--- config.mk ---
export PLATFORM = sky130hd
export DESIGN_NAME = adc_sched
export DESIGN_NICKNAME = d
export VERILOG_FILES = /design/src/rtl/sched_pkg.sv /design/src/rtl/sched_dpath.sv /design/src/rtl/sched_ctrl.sv /design/src/rtl/adc_sched.sv
export SDC_FILE = /design/constraint.sdc
export NUM_CORES = 1
export LEC_CHECK = 0
export ABC_CLOCK_PERIOD_IN_PS = 2200
export BUFFER_PORTS_ARGS = -buffer_cell sky130_fd_sc_hd__buf_2
export CORE_MARGIN = 1.5
export CORE_UTILIZATION = 53
export CTS_CLUSTER_DIAMETER = 30
export DETAILED_ROUTE_END_ITERATION = 10
export GPL_TIMING_DRIVEN = 0
export PLACE_DENSITY = 0.89
export SETUP_SLACK_MARGIN = 0.15
export SYNTH_ARGS = -nofsm -noshare
export SYNTH_HDL_FRONTEND = slang
export SYNTH_SLANG_ARGS = --single-unit
--- constraint.sdc ---
create_clock -name clk -period 2.2 [get_ports clk]
set_clock_uncertainty 0.2 [all_clocks]
set_input_delay 0.33 -clock clk [delete_from_list [all_inputs] [get_ports clk]]
set_output_delay 0.33 -clock clk [all_outputs]
set_load 0.05 [all_outputs]
--- src/rtl/sched_pkg.sv ---
package sched_pkg;

  typedef enum logic {
    GRP_REG = 1'b0,
    GRP_INJ = 1'b1
  } grp_e;

  typedef enum logic {
    ST_IDLE = 1'b0,
    ST_CONV = 1'b1
  } sched_st_e;

  // Strobes from the control FSM to the datapath
  typedef struct packed {
    logic startReg;   // launch a regular conversion
    logic startInj;   // launch the first conversion of an injected sequence
    logic contInj;    // launch the next conversion inside an injected sequence
    logic running;    // a conversion is in flight
  } ctrl_strb_t;

endpackage

--- src/rtl/sched_dpath.sv ---
module sched_dpath
  import sched_pkg::*;
#(
  parameter int CONV_CYCLES = 8,
  parameter int SEQ_MAX     = 4,
  parameter int DMA_W       = 8
) (
  input  logic                       clk,
  input  logic                       rstN,
  input  ctrl_strb_t                 strb,
  input  logic                       cfgAutoDelay,
  input  logic [$clog2(SEQ_MAX)-1:0] cfgInjLen,
  input  logic                       cfgDmaEn,
  input  logic                       cfgDmaCirc,
  input  logic [DMA_W-1:0]           cfgDmaLimit,
  input  logic                       drRead,
  input  logic                       clrEoc,
  input  logic                       clrJeos,
  input  logic                       clrOvr,
  output logic                       convDone,
  output logic                       lastInj,
  output logic                       convStart,
  output logic                       convGroup,
  output logic [$clog2(SEQ_MAX)-1:0] convChan,
  output logic                       eocFlag,
  output logic                       jeosFlag,
  output logic                       ovrFlag,
  output logic                       dmaReq
);

  localparam int CNT_W = $clog2(CONV_CYCLES + 1);
  localparam int IDX_W = $clog2(SEQ_MAX);
  localparam logic [CNT_W-1:0] CNT_LOAD = CNT_W'(CONV_CYCLES - 1);

  logic [CNT_W-1:0] cntQ;
  logic [IDX_W-1:0] chanQ;
  logic             grpQ;
  logic             startQ;
  logic             eocQ, jeosQ, ovrQ;
  logic             dmaReqQ;
  logic [DMA_W-1:0] dmaCntQ;
  logic             anyStart;
  logic             regDone, injDone;
  logic             eocConsumed;
  logic             dmaIssue;

  assign anyStart    = strb.startReg | strb.startInj | strb.contInj;
  assign convDone    = strb.running && (cntQ == '0);
  assign regDone     = convDone && (grpQ == GRP_REG);
  assign injDone     = convDone && (grpQ == GRP_INJ);
  assign lastInj     = (chanQ == cfgInjLen);
  assign eocConsumed = drRead | clrEoc;
  assign dmaIssue    = regDone && cfgDmaEn && (cfgDmaCirc || (dmaCntQ < cfgDmaLimit));

  // Converter latency model
  always_ff @(posedge clk) begin
    if (!rstN) begin
      cntQ <= '0;
    end else if (anyStart) begin
      cntQ <= CNT_LOAD;
    end else if (strb.running && cntQ != '0) begin
      cntQ <= cntQ - 1'b1;
    end
  end

  // Start pulse, group tag and sequence index
  always_ff @(posedge clk) begin
    if (!rstN) begin
      startQ <= 1'b0;
      grpQ   <= GRP_REG;
      chanQ  <= '0;
    end else begin
      startQ <= anyStart;
      if (strb.startReg) begin
        grpQ  <= GRP_REG;
        chanQ <= '0;
      end else if (strb.startInj) begin
        grpQ  <= GRP_INJ;
        chanQ <= '0;
      end else if (strb.contInj) begin
        chanQ <= chanQ + 1'b1;
      end
    end
  end

  // Result flags: a new result wins over a clear in the same cycle
  always_ff @(posedge clk) begin
    if (!rstN) begin
      eocQ  <= 1'b0;
      jeosQ <= 1'b0;
      ovrQ  <= 1'b0;
    end else begin
      if (regDone)          eocQ <= 1'b1;
      else if (eocConsumed) eocQ <= 1'b0;

      if (injDone && lastInj) jeosQ <= 1'b1;
      else if (clrJeos)       jeosQ <= 1'b0;

      if (regDone && !cfgAutoDelay && eocQ && !eocConsumed) ovrQ <= 1'b1;
      else if (clrOvr)                                        ovrQ <= 1'b0;
    end
  end

  // DMA request and one-shot count
  always_ff @(posedge clk) begin
    if (!rstN) begin
      dmaReqQ <= 1'b0;
      dmaCntQ <= '0;
    end else begin
      dmaReqQ <= dmaIssue;
      if (!cfgDmaEn)     dmaCntQ <= '0;
      else if (dmaIssue) dmaCntQ <= dmaCntQ + 1'b1;
    end
  end

  assign convStart = startQ;
  assign convGroup = grpQ;
  assign convChan  = chanQ;
  assign eocFlag   = eocQ;
  assign jeosFlag  = jeosQ;
  assign ovrFlag   = ovrQ;
  assign dmaReq    = dmaReqQ;

  AST_EOC_ON_DONE: assert property (@(posedge clk) disable iff (!rstN)
    regDone |=> eocQ);
  AST_CHAN_RANGE: assert property (@(posedge clk) disable iff (!rstN)
    (startQ && grpQ == GRP_INJ) |-> (chanQ <= cfgInjLen));
  AST_OVR_STICKY: assert property (@(posedge clk) disable iff (!rstN)
    (ovrQ && !clrOvr) |=> ovrQ);
  AST_DMA_LIMIT: assert property (@(posedge clk) disable iff (!rstN)
    (cfgDmaEn && !cfgDmaCirc && dmaCntQ >= cfgDmaLimit) |=> !dmaReqQ);

endmodule

--- src/rtl/sched_ctrl.sv ---
module sched_ctrl
  import sched_pkg::*;
(
  input  logic       clk,
  input  logic       rstN,
  input  logic       cfgAutoDelay,
  input  logic       cfgAutoInj,
  input  logic       hwTrigReg,
  input  logic       hwTrigInj,
  input  logic       swStartReg,
  input  logic       swStartInj,
  input  logic       eocFlag,
  input  logic       jeosFlag,
  input  logic       convDone,
  input  logic       lastInj,
  output ctrl_strb_t strb,
  output logic       idle
);

  sched_st_e stateQ;
  logic      curInjQ;
  logic      pendRegQ, regSwQ;
  logic      pendInjQ, injSwQ;
  logic      regHold, injHold, regGate;
  logic      goReg, goInj, fin, contInj, autoKick;

  assign regHold = cfgAutoDelay && eocFlag;
  assign injHold = cfgAutoDelay && jeosFlag;
  assign regGate = cfgAutoDelay && cfgAutoInj && jeosFlag;
  assign idle    = (stateQ == ST_IDLE);

  assign goInj    = idle && pendInjQ && (!injHold || injSwQ);
  assign goReg    = idle && !goInj && pendRegQ && (!regHold || regSwQ) && !regGate;
  assign fin      = (stateQ == ST_CONV) && convDone;
  assign contInj  = fin && curInjQ && !lastInj;
  assign autoKick = fin && !curInjQ && cfgAutoInj;

  always_ff @(posedge clk) begin
    if (!rstN) begin
      pendRegQ <= 1'b0;
      regSwQ   <= 1'b0;
      pendInjQ <= 1'b0;
      injSwQ   <= 1'b0;
    end else begin
      pendRegQ <= (pendRegQ && !goReg) || (hwTrigReg && !regHold) || swStartReg;
      regSwQ   <= (regSwQ && !goReg) || swStartReg;
      pendInjQ <= (pendInjQ && !goInj) || (hwTrigInj && !injHold) || swStartInj || autoKick;
      injSwQ   <= (injSwQ && !goInj) || swStartInj;
    end
  end

  always_ff @(posedge clk) begin
    if (!rstN) begin
      stateQ  <= ST_IDLE;
      curInjQ <= 1'b0;
    end else begin
      if (goInj)      curInjQ <= 1'b1;
      else if (goReg) curInjQ <= 1'b0;
      unique case (stateQ)
        ST_IDLE: if (goInj || goReg) stateQ <= ST_CONV;
        ST_CONV: if (fin && !contInj) stateQ <= ST_IDLE;
        default: stateQ <= ST_IDLE;
      endcase
    end
  end

  always_comb begin
    strb          = '0;
    strb.startReg = goReg;
    strb.startInj = goInj;
    strb.contInj  = contInj;
    strb.running  = (stateQ == ST_CONV);
  end

  AST_HW_DROP: assert property (@(posedge clk) disable iff (!rstN)
    (cfgAutoDelay && eocFlag && hwTrigReg && !pendRegQ && !swStartReg) |=> !pendRegQ);
  AST_INJ_FIRST: assert property (@(posedge clk) disable iff (!rstN)
    (idle && pendInjQ && pendRegQ && !injHold) |=> curInjQ);

endmodule

--- src/rtl/adc_sched.sv ---
module adc_sched
  import sched_pkg::*;
#(
  parameter int CONV_CYCLES = 8,
  parameter int SEQ_MAX     = 4,
  parameter int DMA_W       = 8
) (
  input  logic         clk,
  input  logic         rstN,
  input  logic         cfgAutoDelay,
  input  logic         cfgAutoInj,
  input  logic [1:0]   cfgInjLen,
  input  logic         cfgDmaEn,
  input  logic         cfgDmaCirc,
  input  logic [7:0]   cfgDmaLimit,
  input  logic         hwTrigReg,
  input  logic         hwTrigInj,
  input  logic         swStartReg,
  input  logic         swStartInj,
  input  logic         drRead,
  input  logic         clrEoc,
  input  logic         clrJeos,
  input  logic         clrOvr,
  output logic         convStart,
  output logic         convGroup,
  output logic [1:0]   convChan,
  output logic         eocFlag,
  output logic         jeosFlag,
  output logic         ovrFlag,
  output logic         dmaReq
);

  localparam int IDX_W = $clog2(SEQ_MAX);

  ctrl_strb_t strb;
  logic       convDone;
  logic       lastInj;
  logic       idle;
  logic [IDX_W-1:0] chanW;

  sched_ctrl u_ctrl (
    .clk          (clk),
    .rstN         (rstN),
    .cfgAutoDelay (cfgAutoDelay),
    .cfgAutoInj   (cfgAutoInj),
    .hwTrigReg    (hwTrigReg),
    .hwTrigInj    (hwTrigInj),
    .swStartReg   (swStartReg),
    .swStartInj   (swStartInj),
    .eocFlag      (eocFlag),
    .jeosFlag     (jeosFlag),
    .convDone     (convDone),
    .lastInj      (lastInj),
    .strb         (strb),
    .idle         (idle)
  );

  sched_dpath #(
    .CONV_CYCLES (CONV_CYCLES),
    .SEQ_MAX     (SEQ_MAX),
    .DMA_W       (DMA_W)
  ) u_dpath (
    .clk          (clk),
    .rstN         (rstN),
    .strb         (strb),
    .cfgAutoDelay (cfgAutoDelay),
    .cfgInjLen    (IDX_W'(cfgInjLen)),
    .cfgDmaEn     (cfgDmaEn),
    .cfgDmaCirc   (cfgDmaCirc),
    .cfgDmaLimit  (DMA_W'(cfgDmaLimit)),
    .drRead       (drRead),
    .clrEoc       (clrEoc),
    .clrJeos      (clrJeos),
    .clrOvr       (clrOvr),
    .convDone     (convDone),
    .lastInj      (lastInj),
    .convStart    (convStart),
    .convGroup    (convGroup),
    .convChan     (chanW),
    .eocFlag      (eocFlag),
    .jeosFlag     (jeosFlag),
    .ovrFlag      (ovrFlag),
    .dmaReq       (dmaReq)
  );

  assign convChan = 2'(chanW);

  AST_AUTOINJ_GATE: assert property (@(posedge clk) disable iff (!rstN)
    (idle && cfgAutoDelay && cfgAutoInj && jeosFlag) |=> !(convStart && convGroup == GRP_REG));

endmodule

* Word-level counts from Yosys, hierarchy flattened *
Index checks and enable logic that the tools add are counted.

storage, ports and cells
  output and inout bits = 8
  register bits = 26
  bits of input ports = 24
  logic and storage cells = 104

operators by class
  order comparisons = 1
  equal/unequal tests = 1
  bitwise logic cells = 6
  muxes and demuxes = 13
  reductions and logical operators = 64
  add/subtract/negate cells = 3

operators with widths
  operator                                           count
  logical AND 1 bit                                  32
  logical OR 1 bit                                   11
  zero test 1 bit                                    10
  two-way mux 1 bit                                  10
  nonzero test 2 bit                                 5
  adder 8 x 1 -> 8 bit (second input constant)       1
  less-than comparator 8 bit                         1
  two-way mux 3 bit                                  2
  zero test 4 bit                                    1
  nonzero test 4 bit                                 1
  OR reduction 2 bit                                 2
  subtractor 4 x 1 -> 4 bit (second input constant)  1
  inverter 1 bit                                     3
  OR 1 bit                                           3
  OR reduction 3 bit                                 1
  adder 2 x 1 -> 2 bit (second input constant)       1
  equality test 2 bit                                1
  one-hot mux 1 bit (2 select lines)                 1
  AND reduction 2 bit                                1

* Depth between registers and ports, before layout *
  depth after elaboration = 13
  depth in mapped cells = 8
  depth with buffers taken out = 7

* Modules after synthesis *
Synthesis repeated with hierarchy kept, for this count alone.

second synthesis, totals
  cells, all modules = 171
  area, all modules = 1492.7 um^2

modules (own cells, without submodules)
  module       area each (um^2)  cells each  instances  sequential area each (um^2)
  sched_dpath  1146.1            130         1          400.4
  sched_ctrl   346.6             41          1          120.1

* Worst setup path after synthesis *
Ideal clock, no wire load.

  path type = input port to flip-flop
  start point = input port cfgDmaLimit[6]
  end point = register u_dpath.dmaCntQ[6]
  cell stages on the path = 7
  path slack = 0.106 ns
  setup time = 0.071 ns
  data required time = 1.929 ns
  data arrival time = 1.822 ns
  cell sequence = inv_1 ha_1 and3_1 a221oi_2 o21ai_2 or4_1 a21oi_1

between the ends
  cells in the longest elaborated chain, start to end = 3

RTL lines
  item                        RTL line            RTL
  start: declaration          adc_sched.sv:15     input logic [7:0] cfgDmaLimit,
  less-than comparator 8 bit  sched_dpath.sv:53   assign dmaIssue = regDone && cfgDmaEn && (cfgDmaCirc || (dmaCntQ < cfgDmaLimit));
  logical OR 1 bit            sched_dpath.sv:53
  logical AND 1 bit           sched_dpath.sv:53
  end signal: assignment      sched_dpath.sv:112  else if (dmaIssue) dmaCntQ <= dmaCntQ + 1'b1;
  end: declaration            sched_dpath.sv:41   logic [DMA_W-1:0] dmaCntQ;

Every way passes these cells.
A chain may end at the register's enable or synchronous reset.

* Final worst setup path *
  start point = register u_dpath.dmaCntQ[6]
  end point = register u_dpath.dmaCntQ[2]

between the ends
  cells in the longest elaborated chain, start to end = 3

RTL lines
  item                        RTL line
  less-than comparator 8 bit  sched_dpath.sv:53
  logical OR 1 bit            sched_dpath.sv:53
  logical AND 1 bit           sched_dpath.sv:53

Every way passes these cells.

==> flow_metrics.tcl <==
set metrics [dict create \
    status "finished, final reports clean" \
    gp_congestion 0.815 \
    p_leak_nw 0.793 \
    dp_slack_ns -0.0774 \
    clkTransAtPathRegs_ns 0.14 \
    layout-drive-gt1-share_pct 34.0 \
    synth_fa_ha_area_share_pct 8.94 \
    crit_path_end_kind "register" \
    cap_violations 0 \
    drt_iter0_drc 43 \
    yosysTopAreaCell "dfxtp_1" \
    diodes 0 \
    wire_per_inst_um 14.6 \
    yosysWarnings 0 \
    cts_tree "built" \
    synth_edf_count 0 \
    cts.sinks 26 \
    area_delta_synth_final_pct 30.4 \
    crit_slowest_cell "or4_1" \
    r2r-start "u_dpath.dmaCntQ[6]" \
    core_um2 2480 \
    routed_via_density 5.86 \
    clk_path_buf_depth 2 \
    synth_fp_nets 193 \
    max-vdd-ir-drop_mv 0.479 \
    ys.flop_type "dfxtp_1" \
    min_period_over_period_pct 95.8 \
    synth.area.mux_share_pct 0.716 \
    antenna_found_initial 0 \
    synthesis.instances 159 \
    endpoint "u_dpath.dmaCntQ[2]" \
    pwr-share-comb_pct 23.5 \
    nets 241 \
    crit_arrival_ns 2.15 \
    finalCriticalPeriod_ns 2.11 \
    cellInternalPower_uw 704 \
    ys_types 45 \
    grt_pass1_vias 1376 \
    initial_utilization_pct 56.5 \
    synth_area_per_cell_um2 8.80 \
    hold_class "input port to register" \
    clock_latency_ns 0.31 \
    num_rows 18 \
    yosysTopAreaCellShare_pct 37.2 \
    mostFrequentLayoutCell "buf_2" \
    synth-compound-area-share_pct 21.8 \
    cts_root_buf "clkbuf_4" \
    synth_area_um2 1400 \
    ctsHoldBuffers 0 \
    dr_total_vias 1384 \
    cp_cell_sequence "ha_4 > and3_4 > a221oi_4 > o21ai_4 > or4_1 > a21oi_1" \
    final_cell_mix "buf_2, dfxtp_1, inv_1, nand2_1, buf_4" \
    hold_viol 0 \
    finalSetupTns_ns 0 \
    wirelength_um 3440 \
    whs_ns 0.0589 \
    tightest_slew_ns 0.463 \
    start_kind "register" \
    track_usage_pct 25.4 \
    setup_violations 0 \
    cts_max_level 1 \
    dpl.hpwl_um 2490 \
    fmax_mhz 474 \
    slew_headroom_pct 68.8 \
    synth_simple_gate_area_share_pct 22.1 \
    regArea_um2 532 \
    drt_pass1_iterations 4 \
    multi_input_area_um2 881 \
    synth-xor-area-share_pct 3.76 \
    synth-seq-cells 26 \
    rsz0062_at_grt "yes" \
    fin_total_pwr_mw 1.00 \
    power_frac_seq_pct 52.7 \
    maxSlewViolCount 0 \
    numPortBuffers 30 \
    timing.rr.end "u_dpath.dmaCntQ[2]" \
    fp.dieH_um 54.4 \
    drc_errors 0 \
    ff2ff_setup_slack_ns 0.09 \
    p_clk_share_pct 23.8 \
    grt-ovfl-total 0 \
    cp.depth 6 \
    async_flop_share_pct 0 \
    seq_area_frac_synth_pct 37.2 \
    crit_type "register to register" \
    dieArea_um2 2960 \
    p_switching_uw 297 \
    crit_buf_inv 0 \
    max_stage_delay_ns 0.48 \
    ant_nets 0 \
    grt_pass1_wl_um 5440 \
    power_density_nw_per_um2 549 \
    utilization_pct 73.6 \
    r2r_cells 6 \
    synth_top_family_by_area "simple AND/OR/NAND/NOR gates" \
    setup.worst_path.start "u_dpath.dmaCntQ[6]" \
    crit_fanout 6 \
    numCtsBuffers 3 \
    sw_frac_of_total_pct 29.7 \
    ios 32 \
    cp_data_required_time_ns 2.24 \
    grt_start_max_net_pins 15 \
    synthTopCellsByArea "dfxtp_1, ha_1, inv_1" \
    crit_family "simple AND/OR/NAND/NOR gates" \
    fillerInstances 206 \
    die_w_um 54.4 \
    fin_ws_ns 0.0925 \
]
power by group through the flow:
stage / sequential [mW] / combinational (mW) / clock [mW]
floorplan: 0.556 / 0.130 / 0
global placement: 0.535 / 0.201 / 0
detailed placement: 0.538 / 0.215 / 0
CTS: 0.527 / 0.226 / 0.243
global route: 0.532 / 0.259 / 0.264
finish: 0.527 / 0.236 / 0.238
tightest hold or removal path, cell delays in order:
cell	delay, ns
buf_2	0.08
a21oi_1	0.04
nor2b_1	0.09
metal layers:
| metal | vias to the layer above | routed length (um) | global-route usage [%] |
|---|---|---|---|
| li1 | 671 | - | - |
| met1 | 666 | 1380 | 24.2 |
| met2 | 43 | 1920 | 53.0 |
| met3 | 4 | 121 | 3.28 |
| met4 | 0 | 17 | 10.0 |
| met5 | - | 0 | 0 |
cell type report:
type	count	share of cell area, %
multi-input combinational	114	48.3
buffer	4	1.65
inverter	15	3.09
tap	30	2.06
timing repair buffer	43	13.8
clock buffer	4	1.99
sequential	26	29.1
per-stage QoR:
stage,area [um^2],cells
floorplan,1410,159
global placement,1600,219
detailed placement,1600,219
CTS,1770,230
global route,1820,236
finish,1820,236
synthesized netlist by cell type, types with 2 or more instances:
cell type and instances:
nor2_1 4, a21boi_0 3, and3_1 3, nand3_1 8, a21o_1 2, nor2b_1 2
nor3_1 2, clkbuf_1 2, inv_1 15, nand2_1 13, ha_1 10, o21a_1 7
dfxtp_1 26, nor3b_1 2, a22o_1 2, o31ai_1 6, o21ai_0 5, a31oi_1 2
and2_1 2, nand4_1 2, xnor2_1 4, or4_1 5, xor2_1 2, a21oi_1 9
cells by family (layout without fill, tap and decap cells):
family | Yosys count | in the layout
xor+xnor | 6 | 6
flops | 26 | 26
buf+inv | 19 | 66
simple gates | 53 | 53
fa+ha+maj | 10 | 10
compound gates | 44 | 44
mux | 1 | 1
worst min path at each step:
stage / to / depth (start not counted) / from
after floorplan: u_ctrl.regSwQ / 1 / u_ctrl.regSwQ
after global placement: u_ctrl.regSwQ / 1 / u_ctrl.regSwQ
after detailed placement: u_ctrl.regSwQ / 1 / u_ctrl.regSwQ
after CTS: u_ctrl.injSwQ / 3 / swStartInj
after global routing: u_ctrl.regSwQ / 2 / swStartReg
final: u_ctrl.injSwQ / 3 / swStartInj
sequential cells by signal, indices dropped and copies added (netlist names):
register	cells
u_dpath.eocFlag	1
u_ctrl.pendRegQ	1
u_dpath.dmaCntQ	8
u_ctrl.injSwQ	1
u_ctrl.curInjQ	1
u_ctrl.regSwQ	1
u_dpath.convStart	1
u_ctrl.stateQ	1
u_dpath.convChan	2
u_dpath.convGroup	1
u_ctrl.pendInjQ	1
u_dpath.ovrFlag	1
u_dpath.cntQ	4
u_dpath.jeosFlag	1
u_dpath.dmaReq	1
what timing repair did:
item,in CTS,in global routing
resized for setup,18,3
setup buffers,6,6
cloned,1,0
endpoints found under the setup margin,7,8
pin swaps,6,4
Note: power is estimated with default switching activity, not from simulation.
